File: config.mk
export PLATFORM = sky130hd
export DESIGN_NAME = bbx_done_det
export DESIGN_NICKNAME = d
export VERILOG_FILES = /design/src/rtl/bbx_pkg.sv /design/src/rtl/bbx_ram.sv /design/src/rtl/bbx_trig_q.sv /design/src/rtl/bbx_done_det.sv
export SDC_FILE = /design/constraint.sdc
export NUM_CORES = 1
export LEC_CHECK = 0
export BUFFER_PORTS_ARGS = -buffer_cell sky130_fd_sc_hd__buf_2
export CORE_MARGIN = 5
export CORE_UTILIZATION = 40
export DETAILED_ROUTE_END_ITERATION = 10
export SYNTH_ARGS = -nofsm -noshare
export SYNTH_HDL_FRONTEND = slang
export SYNTH_SLANG_ARGS = --single-unit
export TNS_END_PERCENT = 5
File: constraint.sdc
create_clock -name clk -period 3 [get_ports clk]
set_input_delay 0.3 -clock clk [delete_from_list [all_inputs] [get_ports clk]]
set_output_delay 0.3 -clock clk [all_outputs]
set_load 0.01 [all_outputs]
File: src/rtl/bbx_pkg.sv
package bbx_pkg;

   // check state machine: idle waits for a queued trigger, cmp evaluates it
   typedef enum logic [0:0] {
      CHK_IDLE = 1'b0,
      CHK_CMP  = 1'b1
   } chk_st_e;

endpackage

File: src/rtl/bbx_ram.sv
// Register-file table: one write port, NRD registered read ports,
// read-during-write to the same address returns the new word.
module bbx_ram #(
   parameter int DEPTH = 16,
   parameter int WIDTH = 8,
   parameter int NRD   = 1,
   localparam int AW   = $clog2(DEPTH)
) (
   input  logic                       clk,
   input  logic                       rst_n,
   input  logic                       we,
   input  logic [AW-1:0]              wa,
   input  logic [WIDTH-1:0]           wd,
   input  logic [NRD-1:0][AW-1:0]     ra,
   output logic [NRD-1:0][WIDTH-1:0]  rd
);

   if (DEPTH < 2 || (1 << AW) != DEPTH) begin : g_bad_depth
      $error("bbx_ram: DEPTH must be a power of two, at least 2");
   end
   if (NRD < 1) begin : g_bad_nrd
      $error("bbx_ram: NRD must be at least 1");
   end

   logic [WIDTH-1:0] mem [DEPTH];

   always_ff @(posedge clk) begin
      if (!rst_n) begin
         for (int i = 0; i < DEPTH; i++) mem[i] <= '0;
      end else if (we) begin
         mem[wa] <= wd;
      end
   end

   for (genvar g = 0; g < NRD; g++) begin : g_rd
      always_ff @(posedge clk) begin
         if (!rst_n)                  rd[g] <= '0;
         else if (we && wa == ra[g])  rd[g] <= wd;
         else                         rd[g] <= mem[ra[g]];
      end
   end

endmodule

File: src/rtl/bbx_trig_q.sv
// Small FIFO for pending completion checks; pushes while full are dropped.
module bbx_trig_q #(
   parameter int DEPTH = 2,
   parameter int WIDTH = 8,
   localparam int AW   = (DEPTH > 1) ? $clog2(DEPTH) : 1,
   localparam int CW   = $clog2(DEPTH + 1)
) (
   input  logic             clk,
   input  logic             rst_n,
   input  logic             push,
   input  logic [WIDTH-1:0] din,
   input  logic             pop,
   output logic [WIDTH-1:0] dout,
   output logic             empty,
   output logic             full
);

   if (DEPTH < 1) begin : g_bad_depth
      $error("bbx_trig_q: DEPTH must be at least 1");
   end

   logic [WIDTH-1:0] slot [DEPTH];
   logic [AW-1:0]    wp, rp;
   logic [CW-1:0]    n;
   logic             do_push, do_pop;

   assign empty   = (n == '0);
   assign full    = (n == CW'(DEPTH));
   assign do_push = push && !full;
   assign do_pop  = pop && !empty;
   assign dout    = slot[rp];

   always_ff @(posedge clk) begin
      if (!rst_n) begin
         wp <= '0;
         rp <= '0;
         n  <= '0;
         for (int i = 0; i < DEPTH; i++) slot[i] <= '0;
      end else begin
         if (do_push) begin
            slot[wp] <= din;
            wp       <= (wp == AW'(DEPTH - 1)) ? '0 : wp + 1'b1;
         end
         if (do_pop) begin
            rp <= (rp == AW'(DEPTH - 1)) ? '0 : rp + 1'b1;
         end
         case ({do_push, do_pop})
            2'b10:   n <= n + 1'b1;
            2'b01:   n <= n - 1'b1;
            default: n <= n;
         endcase
      end
   end

endmodule

File: src/rtl/bbx_done_det.sv
module bbx_done_det
   import bbx_pkg::*;
#(
   parameter int LBL_W  = 4,
   parameter int X_W    = 6,
   parameter int Y_W    = 6,
   parameter int QDEPTH = 2
) (
   input  logic             clk,
   input  logic             rst_n,
   input  logic             pix_vld,
   input  logic             pix_fg,
   input  logic [LBL_W-1:0] pix_lbl,
   input  logic [LBL_W-1:0] nbr_left,
   input  logic [LBL_W-1:0] nbr_upleft,
   input  logic [LBL_W-1:0] nbr_up,
   input  logic [X_W-1:0]   pix_col,
   input  logic [Y_W-1:0]   pix_row,
   output logic             box_vld,
   input  logic             box_rdy,
   output logic [LBL_W-1:0] box_lbl,
   output logic [X_W-1:0]   box_min_x,
   output logic [X_W-1:0]   box_max_x,
   output logic [Y_W-1:0]   box_min_y,
   output logic [Y_W-1:0]   box_max_y
);

   if (LBL_W < 1 || LBL_W > 10) begin : g_bad_lbl
      $error("bbx_done_det: LBL_W out of range 1..10");
   end
   if (X_W < 1 || Y_W < 1) begin : g_bad_xy
      $error("bbx_done_det: coordinate widths must be positive");
   end

   localparam int NLBL = 1 << LBL_W;

   typedef struct packed {
      logic           vld;
      logic [X_W-1:0] min_x;
      logic [X_W-1:0] max_x;
      logic [Y_W-1:0] min_y;
      logic [Y_W-1:0] max_y;
   } coord_t;

   typedef struct packed {
      logic           vld;
      logic [X_W-1:0] col;
   } lastcol_t;

   typedef struct packed {
      logic [LBL_W-1:0] lbl;
      logic [X_W-1:0]   col;
      logic [Y_W-1:0]   row;
   } trig_t;

   localparam int CRD_W = $bits(coord_t);
   localparam int LC_W  = $bits(lastcol_t);
   localparam int TRG_W = $bits(trig_t);

   // ---------------- extent update pipeline (read, then merge + write)
   logic             s1_we;
   logic [LBL_W-1:0] s1_lbl;
   logic [X_W-1:0]   s1_x;
   logic [Y_W-1:0]   s1_y;

   always_ff @(posedge clk) begin
      if (!rst_n) begin
         s1_we  <= 1'b0;
         s1_lbl <= '0;
         s1_x   <= '0;
         s1_y   <= '0;
      end else begin
         s1_we  <= pix_vld && pix_fg && (pix_lbl != '0);
         s1_lbl <= pix_lbl;
         s1_x   <= pix_col;
         s1_y   <= pix_row;
      end
   end

   chk_st_e           chk_state;
   logic [LBL_W-1:0]  chk_lbl;
   logic [X_W-1:0]    chk_col;
   logic [Y_W-1:0]    chk_row;
   logic [LBL_W-1:0]  chk_addr;
   trig_t             q_head;
   logic              q_empty, q_full, q_pop, q_push;

   logic [1:0][LBL_W-1:0] c_ra;
   logic [1:0][CRD_W-1:0] c_rd;
   coord_t                c_old, c_chk, c_new;

   assign c_ra[0] = pix_lbl;
   assign c_ra[1] = chk_addr;
   assign c_old   = c_rd[0];
   assign c_chk   = c_rd[1];

   always_comb begin
      c_new = c_old;
      if (!c_old.vld) begin
         c_new = '{vld: 1'b1, min_x: s1_x, max_x: s1_x, min_y: s1_y, max_y: s1_y};
      end else begin
         if (s1_x < c_old.min_x) c_new.min_x = s1_x;
         if (s1_x > c_old.max_x) c_new.max_x = s1_x;
         if (s1_y < c_old.min_y) c_new.min_y = s1_y;
         if (s1_y > c_old.max_y) c_new.max_y = s1_y;
      end
   end

   bbx_ram #(.DEPTH(NLBL), .WIDTH(CRD_W), .NRD(2)) u_coord (
      .clk (clk),
      .rst_n (rst_n),
      .we  (s1_we),
      .wa  (s1_lbl),
      .wd  (c_new),
      .ra  (c_ra),
      .rd  (c_rd)
   );

   // ---------------- last-column cache, written at the left label
   logic                  k_we;
   lastcol_t              k_wd, k_chk;
   logic [0:0][LBL_W-1:0] k_ra;
   logic [0:0][LC_W-1:0]  k_rd;

   assign k_we    = pix_vld && !pix_fg && (nbr_left != '0);
   assign k_wd    = '{vld: 1'b1, col: pix_col - 1'b1};
   assign k_ra[0] = chk_addr;
   assign k_chk   = k_rd[0];

   bbx_ram #(.DEPTH(NLBL), .WIDTH(LC_W), .NRD(1)) u_lastcol (
      .clk (clk),
      .rst_n (rst_n),
      .we  (k_we),
      .wa  (nbr_left),
      .wd  (k_wd),
      .ra  (k_ra),
      .rd  (k_rd)
   );

   // ---------------- trigger detection and queue
   trig_t q_din;
   assign q_push = pix_vld && !pix_fg && (nbr_upleft != '0) &&
                   (nbr_up == '0) && (nbr_left == '0);
   assign q_din  = '{lbl: nbr_upleft, col: pix_col, row: pix_row};

   logic [TRG_W-1:0] q_dout;
   assign q_head = q_dout;

   bbx_trig_q #(.DEPTH(QDEPTH), .WIDTH(TRG_W)) u_trigq (
      .clk   (clk),
      .rst_n (rst_n),
      .push  (q_push),
      .din   (q_din),
      .pop   (q_pop),
      .dout  (q_dout),
      .empty (q_empty),
      .full  (q_full)
   );

   // ---------------- check state machine
   logic chk_hit, out_free, box_load;

   assign chk_addr = (chk_state == CHK_CMP) ? chk_lbl : q_head.lbl;
   assign q_pop    = (chk_state == CHK_IDLE) && !q_empty;
   assign chk_hit  = c_chk.vld && (!k_chk.vld || (chk_col > k_chk.col)) &&
                     (chk_row > c_chk.max_y);
   assign out_free = !box_vld || box_rdy;
   assign box_load = (chk_state == CHK_CMP) && chk_hit && out_free;

   always_ff @(posedge clk) begin
      if (!rst_n) begin
         chk_state <= CHK_IDLE;
         chk_lbl   <= '0;
         chk_col   <= '0;
         chk_row   <= '0;
      end else begin
         case (chk_state)
            CHK_IDLE: if (q_pop) begin
               chk_state <= CHK_CMP;
               chk_lbl   <= q_head.lbl;
               chk_col   <= q_head.col;
               chk_row   <= q_head.row;
            end
            default: if (!chk_hit || out_free) chk_state <= CHK_IDLE;
         endcase
      end
   end

   // ---------------- output register
   always_ff @(posedge clk) begin
      if (!rst_n) begin
         box_vld   <= 1'b0;
         box_lbl   <= '0;
         box_min_x <= '0;
         box_max_x <= '0;
         box_min_y <= '0;
         box_max_y <= '0;
      end else begin
         if (box_vld && box_rdy) box_vld <= 1'b0;
         if (box_load) begin
            box_vld   <= 1'b1;
            box_lbl   <= chk_lbl;
            box_min_x <= c_chk.min_x;
            box_max_x <= c_chk.max_x;
            box_min_y <= c_chk.min_y;
            box_max_y <= c_chk.max_y;
         end
      end
   end

endmodule

==> out/results.ini, run 1 <==
[run_status]
outcome=finished, final reports clean

[timing]
slew_headroom_pct=47.49
period_minus_slack_ps=2797
drv_slew=0
final.setup.tns_ps=0
grt_setup_unrepaired=no
finalClockSkew_ps=32.75
max_freq_ghz=0.3575
min_period_over_period_pct=93.24
finalSetupViolations=0
hold_viol_final=0
worst_slew_pin_slew_ps=784.1
setup_ws_ps=202.7

[hold_path]
hold_path.class=input port to flop
whs_endpoint=s1_we
hold_start=pix_fg
hold_depth=3

[global_routing]
antenna_found_initial=1
grt.total_usage_pct=23.63
grt_overflow=0
grt_pass1_wl_mm=152.1
grt_pass1_vias=23260
grt_max_degree=65

[setup_path]
crit_arrival_ps=3120
rr_worst_depth=8
criticalPathCategory=flop to flop
worst-path-max-fanout=18
cp_cell_sequence=inv_1, ha_1, a2111oi_0, o2bb2ai_1, o21a_1, mux2i_2, buf_4, nor2_1
critPathCaptureType=flop
cp.required_ps=3320
rrSetupSlack_ps=200
crit_cells=8
r2r_end=u_coord.mem[5][4]
startpoint_type=flop
worst_path_max_delay_cell=a2111oi_0
max_stage_delay_ps=450
cp_top_family=compound AO/OA/AOI/OAI gates
cp.buffers_inverters=2
r2r-start=u_coord.rd[4]

[clock_tree]
clk_pin_slew_ps=60
htreeDepth=3
numCtsBuffers=71
root_buffer=clkbuf_16
clock_latency_ps=620
clock_path_buffers=3
cts_tree=yes
cts_sinks=669

[logic_synthesis]
synthArstFlopShare_pct=0
ys_types=63
ys_seq_area_share_pct=57.44
synthCells=2718
ys.warnings.count=0
synth_edf_count=512
syn-cell-area_um2=32240
ys.flop_type=edfxtp_1
syn_area_per_cell_um2=11.86
ys_ff_latch=669

[detailed_routing]
wl_met3_mm=10.90
drt_iter0_drc=2585
dr.max_layer_used=met4
met1Wirelength_mm=39.78
dr_wl_met2_mm=48.90
drt_first_pass_iters=6
drt_drc_violations_left=0
vias=23330
drtAntennaViolNets=0
drt-total-wl_mm=104.4
wire_per_inst_um=26.65
via_per_inst=5.954

[die]
die_y_um=293.9
core_um2=80290
rows=104
start_util_pct=40.16
die_area_um2=86380
die_x_um=293.9
num_io_pins=62

[cells_and_area]
fillerInstances=7166
drive_above_1_share_pct=18.24
fin_area_um2=36780
post-route-util_pct=45.81
syn_to_final_growth_pct=14.09
mostFrequentLayoutCells=537 x nor2_1, 512 x edfxtp_1, 393 x nand2_1
multi_input_area_um2=12610
final_common_cell=nor2_1
regArea_um2=18520
final_nets=2868

[placed_design]
portBuffers=61
placed_area_um2=34370
globalplace.congestion=0.8737
dpl_worst_slack_ps=263.0
dp_hpwl_mm=64.35

[pwr]
p_leak_nw=13.71
power_density_nw_per_um2=616.6
vdd_ir_drop_max_uv=367.9
report.power.total_mw=22.68

[run]
max-cap-violations=0

==> repair_timing <==
action	CTS	global route
hold buffers	12	0
buffers inserted	0	0
resized for setup	0	0
hold endpoints to repair	24	0
==> synth_stat cells, types with 11 or more instances <==
library cell	number	area [µm²]
a211oi_1	16	120.1
a21oi_1	63	315.3
a22oi_1	11	82.58
a31oi_1	13	81.33
a32o_1	13	130.1
and2_1	43	269.0
buf_2	51	255.2
buf_4	15	112.6
buf_6	14	157.7
clkbuf_1	127	476.7
dfxtp_1	157	3143
edfxtp_1	512	15370
ha_1	36	450.4
inv_1	42	157.7
mux2i_1	134	1341
mux4_2	171	3851
nand2_1	393	1475
nand3_1	123	615.6
nor2_1	539	2023
nor3_1	27	135.1
o21a_1	27	202.7
o21ai_0	50	250.2
o22a_1	11	96.34
xnor2_1	14	122.6
==> tightest hold or removal path, stage by stage <==
cell and delay, ps:
buf_2 130, nand3_1 120, nor2_1 50
==> registers in the layout, summed over array words and instances (netlist names), 6 cells and up, named ones only <==
name and count:
chk_row 6, box_max_y 6, s1_y 6, s1_x 6, box_min_y 6, u_lastcol.rd 7
box_min_x 6, u_lastcol.mem 112, u_coord.mem 400, u_trigq.slot 32, box_max_x 6, chk_col 6
u_coord.rd 50
==> through the flow <==
step           instances  hold WS (ps)
6_report            3918         35.48
4_1_cts             3917         2.320
5_1_grt             3917         35.28
3_5_place_dp        3774         439.5
2_1_floorplan       2723         427.0
3_3_place_gp        3774         437.7
==> where the power goes <==
part / total [mW] / internal, mW / switching [mW]
logic: 3.39 / 1.31 / 2.08
registers: 10.6 / 10.3 / 0.253
clock network: 8.71 / 4.95 / 3.77
==> how the worst max path moves through the flow <==
stage | endpoint | startpoint | slack [ps]
after floorplan | u_coord.mem[12][0] | u_coord.rd[4] | 440
after global placement | u_coord.rd[40] | flop | 300
after detailed placement | u_coord.rd[33] | flop | 260
after CTS | u_coord.mem[3][4] | u_coord.rd[4] | 250
after global routing | u_coord.mem[5][4] | u_coord.rd[4] | 30
final | u_coord.mem[5][4] | u_coord.rd[4] | 200
==> logic make-up after synthesis <==
| family | share of synthesized area (%) |
|---|---|
| other cells | 0.01163 |
| simple gates | 14.90 |
| flops | 57.44 |
| compound gates | 5.340 |
| xor+xnor | 0.4618 |
| buf+inv | 3.726 |
| fa+ha+maj | 1.397 |
| mux | 16.73 |
==> layer usage <==
layer / track usage (%) / up-vias
li1: - / 9960
met1: 31.06 / 11670
met2: 38.48 / 1427
met3: 4.566 / 275
met4: 10.26 / 0
met5: 0 / -
==> final cells by class <==
class,count,area share (%)
repair buffers,220,5.106
well taps,1060,3.606
flip-flops and latches,669,50.34
clock inverters,27,0.6565
clock buffers,104,5.562
inverters,43,0.4388
multi-input cells,1794,34.28
diodes,1,0.006803
No activity file was read; power rests on OpenSTA's default activity.
==> run 2, diff against run 1 <==
Settings changed: GPL_TIMING_DRIVEN set to 0.
Clock period 3 ns to 2.8 ns, I/O delays scaled along.
==> run 2 against run 1 <==
Against the previous run: final area grew 2.1%; sequential power grew 7%; sequential share of layout area shrank 1.0 points; critical endpoint is now u_coord.rd[33]; the flow now finishes with violations (setup timing).
==> out/results.ini, run 2 (synthesis gave the netlist of run 1 again) <==
[run_status]
outcome=complete, but fails checks
violations=setup timing

[global_routing]
grt-busiest-layer=met2
grt_overflow=0
grt_pass1_wl_mm=162.7
grt_max_degree=25
met3_usage_pct=6.377
use_met1_pct=33.35
grt_pass1_vias=23510
use_met2_pct=42.37
antenna_found_initial=3
grt.total_usage_pct=25.73

[cells_and_area]
final_common_cell=nor2_1
syn_to_final_growth_pct=16.51
fillerInstances=7160
multi_input_area_um2=13370
mostFrequentLayoutCells=537 x nor2_1, 512 x edfxtp_1, 375 x nand2_1
top_regs=u_coord.mem x400, u_lastcol.mem x112, u_coord.rd x50
largest_reg_flops=400
fin_area_um2=37560
drive_above_1_share_pct=20.24
regArea_um2=18530
final_nets=2957
max_flop_register=u_coord.mem

[setup_path]
critPathCaptureType=flop
worst_path_max_delay_cell=nor2_1
worst-path-max-fanout=10
max_stage_delay_ps=730
criticalPathCategory=flop to flop
cp_cell_sequence=buf_4, mux2i_1, nor2_1, clkbuf_1, a22oi_1, o21ai_0
cp.required_ps=3280
rrSetupSlack_ps=-130
crit_arrival_ps=3400
startpoint_type=flop
rr_worst_depth=6

[die]
rows=104
die_y_um=293.9
start_util_pct=40.16
core_um2=80290
num_io_pins=62
die_area_um2=86380
die_x_um=293.9

[placed_design]
placed_area_um2=33860
dp_hpwl_mm=84.14
globalplace.congestion=0.9422
portBuffers=54

[clock_tree]
root_buffer=clkbuf_16
clk_pin_slew_ps=60
htreeDepth=3
numCtsBuffers=73
cts_tree=yes
cts_sinks=669
clock_latency_ps=620
clock_path_buffers=3

[timing]
min_period_over_period_pct=104.5
grt_setup_unrepaired=yes
worst_slew_pin_slew_ps=1220
setup_ws_ps=-125.5
finalClockSkew_ps=23.71
drv_slew=0
period_minus_slack_ps=2926
max_freq_ghz=0.3418
hold_viol_final=0
finalSetupViolations=75
slew_headroom_pct=18.68

[detailed_routing]
drt-total-wl_mm=113.9
drt_drc_violations_left=0
drt_iter0_drc=3009
drtAntennaViolNets=0
drt_first_pass_iters=6
via_per_inst=5.915
wire_per_inst_um=28.43
vias=23700

[pwr]
report.power.total_mw=25.24
power_density_nw_per_um2=672.1
vdd_ir_drop_max_uv=361.6
p_leak_nw=13.75

[hold_path]
hold_depth=2
hold_path.class=input port to flop

[run]
max-cap-violations=0

-- run 2: cell count changes in the layout (fill, tap and decap cells not counted), moves of 18 or more --
cell,delta
clkbuf_1,+74
nand2_1,-18
buf_4,-66
buf_6,+18
buf_12,-25
mux2i_4,+24
clkbuf_2,+25
buf_2,+27
mux2i_1,-20
-- run 2: layer usage --
layer	vias up	wire (µm)	share of wire, %
li1	10150	-	-
met1	11950	42850	38
met2	1371	54410	48
met3	221	12550	11
met4	2	4013	3.5
met5	-	53	0.047
-- run 2: timing repair --
| item | 4_1_cts | 5_1_grt |
|---|---|---|
| hold buffers | 8 | 0 |
| endpoints found under the hold margin | 9 | 0 |
| gates cloned | 0 | 2 |
| buffers inserted | 5 | 22 |
| gates resized for setup | 170 | 127 |
| pin swaps | 2 | 9 |
| setup endpoints to repair | 788 | 559 |
-- run 2: power by group --
group          total (mW)  leakage, nW  internal (mW)  switching [mW]
registers            11.3         6.64           11.1           0.252
clock network        9.63         1.15           5.56            4.08
logic                4.30         5.97           1.49            2.81
-- run 2: metrics by stage --
stage	cells	util (%)	TNS, ps	hold WS [ps]	worst slack (ps)
floorplan	2723	-	0	407.3	237.1
global placement	3837	42.17	-569370	441.4	-1303
detailed placement	3837	42.18	-568930	440.0	-1270
CTS	3981	46.12	-4505	1.104	-210.1
global route	4004	46.78	-9173	22.47	-169.7
finish	4006	46.79	-4013	22.60	-125.5
-- run 2: worst paths after layout --
path                              from                    to
setup / recovery             chk_state        u_coord.rd[33]
hold / removal           nbr_upleft[2]   u_trigq.slot[1][14]
setup reg to reg             chk_state        u_coord.rd[33]
hold reg to reg   u_lastcol.mem[11][6]  u_lastcol.mem[11][6]
-- run 2: final cells by class --
type,instances,share of cell area (%)
Inverter,43,0.4297
Clock buffer,99,5.423
Sequential cell,669,49.34
Timing Repair Buffer,89,1.539
Multi-Input combinational cell,1796,35.60
Antenna cell,2,0.01332
Tap cell,1060,3.531
Clock inverter,32,0.7561
Buffer,216,3.368
-- run 2: critical path, delay by kind of cell, from the launching register on --
family,cells,cell delay (ps)
flip-flops,1,440
AND/OR/NAND/NOR,1,730
AO/OA/AOI/OAI,2,610
multiplexers,1,200
buffers and inverters,2,800
